[src/rtl/sw_pkg.sv]
// Shared constants and types for the stopwatch/timer controller.
// Assumes five BCD digits; digit 0 is the seconds units digit.
package sw_pkg;
    localparam int NDIG = 5;
    localparam int DW   = 4;
    localparam int TW   = NDIG * DW;

    typedef logic [TW-1:0] time_t;

    // Digit chosen for setting in timer mode; order is the SET cycling order.
    typedef enum logic [1:0] {
        SEL_HR = 2'd0,
        SEL_UM = 2'd1,
        SEL_LM = 2'd2
    } sel_e;

    localparam time_t SNOOZE_TIME = 20'h00500;

    // Modulus of digit idx: tens-of-seconds and tens-of-minutes count to 6.
    function automatic int digit_mod(input int idx);
        return (idx == 1 || idx == 3) ? 6 : 10;
    endfunction
endpackage

[src/rtl/sw_bcd_digit.sv]
// One BCD digit with a parameterized modulus.
// Priority: clear, load, step up (or bump), step down. Assumes up and dn are exclusive.
module sw_bcd_digit #(
    parameter int MOD = 10,
    parameter int W   = 4
) (
    input  logic         clk,
    input  logic         rst_n,
    input  logic         clr,
    input  logic         ld,
    input  logic [W-1:0] ld_val,
    input  logic         up,
    input  logic         dn,
    input  logic         bump,
    output logic [W-1:0] val,
    output logic         at_max,
    output logic         at_zero
);
    localparam logic [W-1:0] TOP = W'(MOD - 1);

    logic [W-1:0] q;

    // Digit register: clear, load, wrap-around step up or down.
    always_ff @(posedge clk) begin
        if (!rst_n)         q <= '0;
        else if (clr)       q <= '0;
        else if (ld)        q <= ld_val;
        else if (up | bump) q <= (q == TOP) ? '0 : q + 1'b1;
        else if (dn)        q <= (q == '0) ? TOP : q - 1'b1;
    end

    assign val     = q;
    assign at_max  = (q == TOP);
    assign at_zero = (q == '0);
endmodule

[src/rtl/sw_time_cnt.sv]
// Five-digit time counter {H,UM,LM,US,LS} with carry/borrow chaining.
// A digit steps when all lower digits sit at their wrap point; bump edits one digit alone.
module sw_time_cnt
    import sw_pkg::*;
(
    input  logic       clk,
    input  logic       rst_n,
    input  logic       clr,
    input  logic       ld,
    input  time_t      ld_val,
    input  logic       up,
    input  logic       dn,
    input  logic       bump,
    input  logic [2:0] bump_idx,
    output time_t      now,
    output logic       is_zero,
    output logic       is_one
);
    logic [NDIG-1:0] dig_max, dig_zero, up_en, dn_en;

    for (genvar g = 0; g < NDIG; g++) begin : g_dig
        if (g == 0) begin : g_lsd
            assign up_en[g] = up;
            assign dn_en[g] = dn;
        end else begin : g_upper
            assign up_en[g] = up & (&dig_max[g-1:0]);
            assign dn_en[g] = dn & (&dig_zero[g-1:0]);
        end

        sw_bcd_digit #(.MOD(digit_mod(g)), .W(DW)) u_digit (
            .clk     (clk),
            .rst_n   (rst_n),
            .clr     (clr),
            .ld      (ld),
            .ld_val  (ld_val[g*DW +: DW]),
            .up      (up_en[g]),
            .dn      (dn_en[g]),
            .bump    (bump && (bump_idx == 3'(g))),
            .val     (now[g*DW +: DW]),
            .at_max  (dig_max[g]),
            .at_zero (dig_zero[g])
        );
    end

    assign is_zero = &dig_zero;
    assign is_one  = (now == time_t'(1));
endmodule

[src/rtl/sw_tick_div.sv]
// One-second enable divider: pulses tick once per TICKS clock cycles while run is high.
// Held at zero while not running, so a resumed count starts a full second later.
module sw_tick_div #(
    parameter int TICKS = 10
) (
    input  logic clk,
    input  logic rst_n,
    input  logic run,
    output logic tick
);
    localparam int            CW   = (TICKS > 1) ? $clog2(TICKS) : 1;
    localparam logic [CW-1:0] LAST = CW'(TICKS - 1);

    logic [CW-1:0] cnt;

    // Cycle counter within the current second.
    always_ff @(posedge clk) begin
        if (!rst_n || !run)  cnt <= '0;
        else if (cnt == LAST) cnt <= '0;
        else                  cnt <= cnt + 1'b1;
    end

    assign tick = run && (cnt == LAST);
endmodule

[src/rtl/sw_ctrl.sv]
// Control state machine: mode, run, lap, digit selection, alarm and snooze.
// Assumes button inputs are synchronized one-cycle pulses; priority reset > set > mode > start/stop.
module sw_ctrl
    import sw_pkg::*;
(
    input  logic       clk,
    input  logic       rst_n,
    input  logic       b_clr,
    input  logic       b_run,
    input  logic       b_set,
    input  logic       b_mode,
    input  logic       tick,
    input  logic       t_zero,
    input  logic       t_one,
    input  time_t      t_now,
    output logic       run,
    output logic       tm,
    output logic       lap_on,
    output logic       alarm,
    output logic       snooze,
    output sel_e       sel,
    output time_t      lap_q,
    output logic       c_clr,
    output logic       c_ld,
    output logic       c_up,
    output logic       c_dn,
    output logic       c_bump,
    output logic [2:0] c_idx
);
    logic ev_snz, ev_lap, ev_sel, ev_to_tm, ev_bump, ev_ss, ev_up, ev_dn, hit_zero, locked;

    assign locked   = tm && (alarm || snooze);
    assign ev_snz   = !b_clr && tm && alarm && b_set;
    assign ev_lap   = !b_clr && !tm && b_set;
    assign ev_sel   = !b_clr && tm && !locked && b_set;
    assign ev_to_tm = !b_clr && !tm && !b_set && b_mode;
    assign ev_bump  = !b_clr && tm && !locked && !run && !b_set && b_mode;
    assign ev_ss    = !b_clr && !b_set && !b_mode && b_run && !locked;
    assign ev_up    = !b_clr && !tm && run && tick;
    assign ev_dn    = !b_clr && tm && run && tick && !t_zero;
    assign hit_zero = ev_dn && t_one;

    assign c_clr  = b_clr || ev_to_tm;
    assign c_ld   = ev_snz;
    assign c_up   = ev_up;
    assign c_dn   = ev_dn;
    assign c_bump = ev_bump;
    assign c_idx  = 3'd4 - {1'b0, sel};

    // Mode and run flags.
    always_ff @(posedge clk) begin
        if (!rst_n || b_clr) begin
            tm  <= 1'b0;
            run <= 1'b0;
        end else begin
            tm <= tm || ev_to_tm;
            if (ev_to_tm || hit_zero) run <= 1'b0;
            else if (ev_snz)          run <= 1'b1;
            else if (ev_ss)           run <= !run;
        end
    end

    // Lap view flag and snapshot register.
    always_ff @(posedge clk) begin
        if (!rst_n || b_clr) begin
            lap_on <= 1'b0;
            lap_q  <= '0;
        end else if (ev_to_tm) begin
            lap_on <= 1'b0;
        end else if (ev_lap) begin
            lap_on <= !lap_on;
            if (!lap_on) lap_q <= t_now;
        end
    end

    // Digit selection cycling H -> UM -> LM -> H.
    always_ff @(posedge clk) begin
        if (!rst_n || b_clr || ev_to_tm) sel <= SEL_HR;
        else if (ev_sel) begin
            case (sel)
                SEL_HR:  sel <= SEL_UM;
                SEL_UM:  sel <= SEL_LM;
                default: sel <= SEL_HR;
            endcase
        end
    end

    // Alarm and snooze flags.
    always_ff @(posedge clk) begin
        if (!rst_n || b_clr) begin
            alarm  <= 1'b0;
            snooze <= 1'b0;
        end else if (ev_snz) begin
            alarm  <= 1'b0;
            snooze <= 1'b1;
        end else if (hit_zero) begin
            alarm  <= 1'b1;
        end
    end
endmodule

[src/rtl/sw_timer_ctrl.sv]
// Top level: stopwatch / countdown timer controller with lap display, alarm and snooze.
// Assumes a TICKS_PER_SEC Hz clock and pre-synchronized one-cycle button pulses.
module sw_timer_ctrl
    import sw_pkg::*;
#(
    parameter int TICKS_PER_SEC = 10
) (
    input  logic          clk,
    input  logic          rst_n,
    input  logic          btn_reset,
    input  logic          btn_startstop,
    input  logic          btn_set,
    input  logic          btn_modeinc,
    output logic [TW-1:0] disp_time,
    output logic          alarm_on,
    output logic          timer_mode,
    output logic          counting,
    output logic          lap_view,
    output logic          snoozing,
    output logic [1:0]    sel_digit
);
    logic       tick, run, tm, lap_on, alarm, snooze;
    logic       t_zero, t_one;
    logic       c_clr, c_ld, c_up, c_dn, c_bump;
    logic [2:0] c_idx;
    sel_e       sel;
    time_t      t_now, lap_q;

    sw_tick_div #(.TICKS(TICKS_PER_SEC)) u_div (
        .clk (clk), .rst_n (rst_n), .run (run), .tick (tick)
    );

    sw_ctrl u_ctrl (
        .clk    (clk),
        .rst_n  (rst_n),
        .b_clr  (btn_reset),
        .b_run  (btn_startstop),
        .b_set  (btn_set),
        .b_mode (btn_modeinc),
        .tick   (tick),
        .t_zero (t_zero),
        .t_one  (t_one),
        .t_now  (t_now),
        .run    (run),
        .tm     (tm),
        .lap_on (lap_on),
        .alarm  (alarm),
        .snooze (snooze),
        .sel    (sel),
        .lap_q  (lap_q),
        .c_clr  (c_clr),
        .c_ld   (c_ld),
        .c_up   (c_up),
        .c_dn   (c_dn),
        .c_bump (c_bump),
        .c_idx  (c_idx)
    );

    sw_time_cnt u_cnt (
        .clk      (clk),
        .rst_n    (rst_n),
        .clr      (c_clr),
        .ld       (c_ld),
        .ld_val   (SNOOZE_TIME),
        .up       (c_up),
        .dn       (c_dn),
        .bump     (c_bump),
        .bump_idx (c_idx),
        .now      (t_now),
        .is_zero  (t_zero),
        .is_one   (t_one)
    );

    assign disp_time  = lap_on ? lap_q : t_now;
    assign alarm_on   = alarm;
    assign timer_mode = tm;
    assign counting   = run;
    assign lap_view   = lap_on;
    assign snoozing   = snooze;
    assign sel_digit  = sel;
endmodule

[config.mk]
export PLATFORM = sky130hd
export DESIGN_NAME = sw_timer_ctrl
export DESIGN_NICKNAME = d
export VERILOG_FILES = /design/src/rtl/sw_pkg.sv /design/src/rtl/sw_bcd_digit.sv /design/src/rtl/sw_time_cnt.sv /design/src/rtl/sw_tick_div.sv /design/src/rtl/sw_ctrl.sv /design/src/rtl/sw_timer_ctrl.sv
export SDC_FILE = /design/constraint.sdc
export NUM_CORES = 1
export LEC_CHECK = 0
export BUFFER_PORTS_ARGS = -buffer_cell sky130_fd_sc_hd__buf_2
export CAP_MARGIN = 20
export CORE_ASPECT_RATIO = 1.75
export CORE_MARGIN = 2
export CORE_UTILIZATION = 55
export CTS_BUF_LIST = sky130_fd_sc_hd__clkbuf_8
export DETAILED_ROUTE_END_ITERATION = 16
export PLACE_DENSITY = 0.88
export SYNTH_ARGS = -nofsm -noshare
export SYNTH_HDL_FRONTEND = slang
export SYNTH_SLANG_ARGS = --single-unit
[constraint.sdc]
create_clock -name clk -period 2.85 [get_ports clk]
set_clock_uncertainty 0.1 [all_clocks]
set_input_delay 0.285 -clock clk [delete_from_list [all_inputs] [get_ports clk]]
set_output_delay 0.285 -clock clk [all_outputs]
set_load 0.1 [all_outputs]
==> flow_summary.json <==
{
  "post_route_cells_drive_above_1_share_pct": 23.65,
  "synthDistinctLibCells": 59,
  "slowest_stage": "or4b_1",
  "async_reset_ff_share_pct": 0,
  "yosys-top-cells-area": "dfxtp_1 35%, mux2i_1 8.3%, nor2_1 6.5%",
  "cts_root_buf": "clkbuf_8",
  "synth.most_common_cell": "dfxtp_1",
  "ys_seq_area_share_pct": 35.26,
  "place.gp.congestion": 0.9177,
  "cp-end-kind": "flip-flop",
  "overflow": 0,
  "ant_nets": 0,
  "clk_pin_slew_ns": 0.09,
  "dr.pass1.iters": 11,
  "critPathLaunchType": "flip-flop",
  "crit_path_cell_trace": "or4_4 -> or4b_4 -> or4b_1 -> and3_4 -> o31a_1",
  "viasPerCell": 6.266,
  "slew_violations": 0,
  "post-place-ws_ns": 0.1042,
  "synth_flop_cell": "dfxtp_1",
  "cts.sink_count": 51,
  "p_per_area_mw_per_mm2": 359.8,
  "drv_cap": 0,
  "layout_min_cycle_time_ns": 2.771,
  "worstPathMaxFanout": 7,
  "tightestPinTransition_ns": 0.7052,
  "drt-total-wl_mm": 7.417,
  "start_util_pct": 56.03,
  "cp_slowest_stage_delay_ns": 0.67,
  "leakagePower_nw": 1.273,
  "postSynthAreaPerCell_um2": 8.225,
  "cts_buffers": 5,
  "io-pin-count": 33,
  "dieHeight_um": 99.98,
  "grt_util_all_layers_pct": 26.08,
  "synth_common_cells": "51 x dfxtp_1, 50 x nor2_1, 28 x nand2_1, 24 x mux2i_1, 23 x clkbuf_1",
  "status": "finished with violations",
  "cts_tree": "yes",
  "nNetsFinal": 396,
  "dieWidth_um": 58.85,
  "dr_total_vias": 2782,
  "critical_path_class": "flip-flop to flip-flop",
  "rows": 35,
  "grt_pass1_wl_mm": 12.01,
  "ys_warn_count": 0,
  "post_drt_wl_per_cell_um": 16.70,
  "io_buffer_count": 32,
  "grt_pass1_vias": 2616,
  "antenna_cells": 0,
  "worstPathArrival_ns": 2.87,
  "yosysTopAreaCellShare_pct": 35.26,
  "drtIter0Drc": 129,
  "setup_ws_ns": 0.07938,
  "syn2layout_area_growth_pct": 13.74,
  "synth_cells": 352,
  "rsz0062_at_grt": "false",
  "nFillCells": 430,
  "hold_buffers": 0,
  "hold_viol": 0,
  "maxSlewHeadroom_pct": 52.99,
  "synth_edf_count": 0,
  "synth.net_count": 360,
  "coreArea_mm2": 0.005167,
  "finalCritPeriodShare_pct": 97.21,
  "yosys.area.top_type": "dfxtp_1",
  "h-tree-depth": 2,
  "setup_viol": 0,
  "drc": 1,
  "dp_hpwl_mm": 5.542,
  "max_freq_ghz": 0.3609,
  "clock_latency_ns": 0.31,
  "antenna_found_initial": 0,
  "cts_max_path_buffers": 2,
  "ys_ff_latch": 51,
  "violations": "DRC",
  "die_area_mm2": 0.005883,
  "min_path_type": "input pin to flip-flop",
  "grt_start_max_net_pins": 24,
  "cts_setup_buffers": 0,
  "required_ns": 2.95,
  "vdd_drop_max_uv": 447.7,
  "setup_tns_ns": 0,
  "cts_resized": 0,
  "syn-cell-area_mm2": 0.002895
}
==> cell type report <==
cell class              count  area [um^2]  area share, %
repair buffers             54        325.3          9.878
clock inverters             3        16.27         0.4939
well taps                  55        68.82          2.090
clock buffers               5        68.82          2.090
flip-flops and latches     51         1026          31.15
inverters                   8        30.03         0.9119
multi-input cells         268         1758          53.38
==> path summary, 6_finish.rpt <==
path | from | end | slack [ns] | cells after the start
setup / recovery | u_cnt.g_dig[0].u_digit.val[0] | u_cnt.g_dig[4].u_digit.val[2] | 0.08 | 5
hold / removal | rst_n | u_div.cnt[1] | 0.24 | 3
setup reg to reg | u_cnt.g_dig[0].u_digit.val[0] | u_cnt.g_dig[4].u_digit.val[2] | 0.08 | 5
hold reg to reg | u_div.cnt[0] | u_div.cnt[0] | 0.38 | 1
==> logic make-up (layout without fill, tap and decap cells) <==
group                    Yosys count  after routing  share of synthesized area [%]
multiplexers                      39             39                          14.13
adder cells (fa/ha/maj)            2              2                         0.8642
buffers and inverters             33             70                          4.581
AO/OA/AOI/OAI                     72             72                          16.25
XOR/XNOR                          12             12                          3.630
AND/OR/NAND/NOR                  143            143                          25.28
flip-flops                        51             51                          35.26
==> where the power goes <==
part,switching [mW],internal (mW),leakage (nW),total (mW)
sequential,0.00276,0.713,0.412,0.715
clock,0.237,0.168,0.0453,0.405
combinational,0.0431,0.0212,0.815,0.0643
==> worst max-delay path: cells and delay by family (launching register included) <==
family	cells	cell delay [ns]
flip-flops	1	0.32
AO/OA/AOI/OAI	1	0.27
AND/OR/NAND/NOR	4	1.98
==> layout by cell type, fill, tap and decap left out, types with 10 or more instances in the layout <==
cell type / n
a21oi_1: 16
o21ai_0: 14
nand2_1: 28
buf_4: 22
nor2_1: 50
nor3_1: 13
nand3_1: 10
dfxtp_1: 49
buf_2: 32
mux2i_1: 24
mux2_2: 15
==> through the flow <==
stage / util, % / hold slack (ns) / instances / power, mW / cell area, um^2
after floorplan: - / 0.3337 / 352 / 0.7777 / 2912
after global placement: 62.08 / 0.3499 / 436 / 0.7952 / 3208
after detailed placement: 62.08 / 0.3697 / 436 / 0.7954 / 3208
after CTS: 63.73 / 0.2350 / 444 / 1.186 / 3293
after global routing: 63.73 / 0.2673 / 444 / 1.219 / 3293
final: 63.73 / 0.2410 / 444 / 1.185 / 3293
==> state kept, by name, indices dropped and copies added, names as in the netlist <==
name and cells:
u_cnt.g_dig.u_digit.val 20, u_ctrl.alarm 1, u_ctrl.lap_on 1, u_ctrl.lap_q 20
u_ctrl.run 1, u_ctrl.sel 2, u_ctrl.snooze 1, u_ctrl.tm 1
u_div.cnt 4
==> routing by layer <==
| layer | GRT usage, % | up-vias | wire [um] |
|---|---|---|---|
| met5 | 0 | - | 0 |
| met4 | 15.03 | 0 | 384 |
| met3 | 3.995 | 30 | 306 |
| met2 | 47.61 | 94 | 4027 |
| met1 | 26.92 | 1328 | 2698 |
| li1 | - | 1330 | - |
Power figures use the tool's default switching activity.
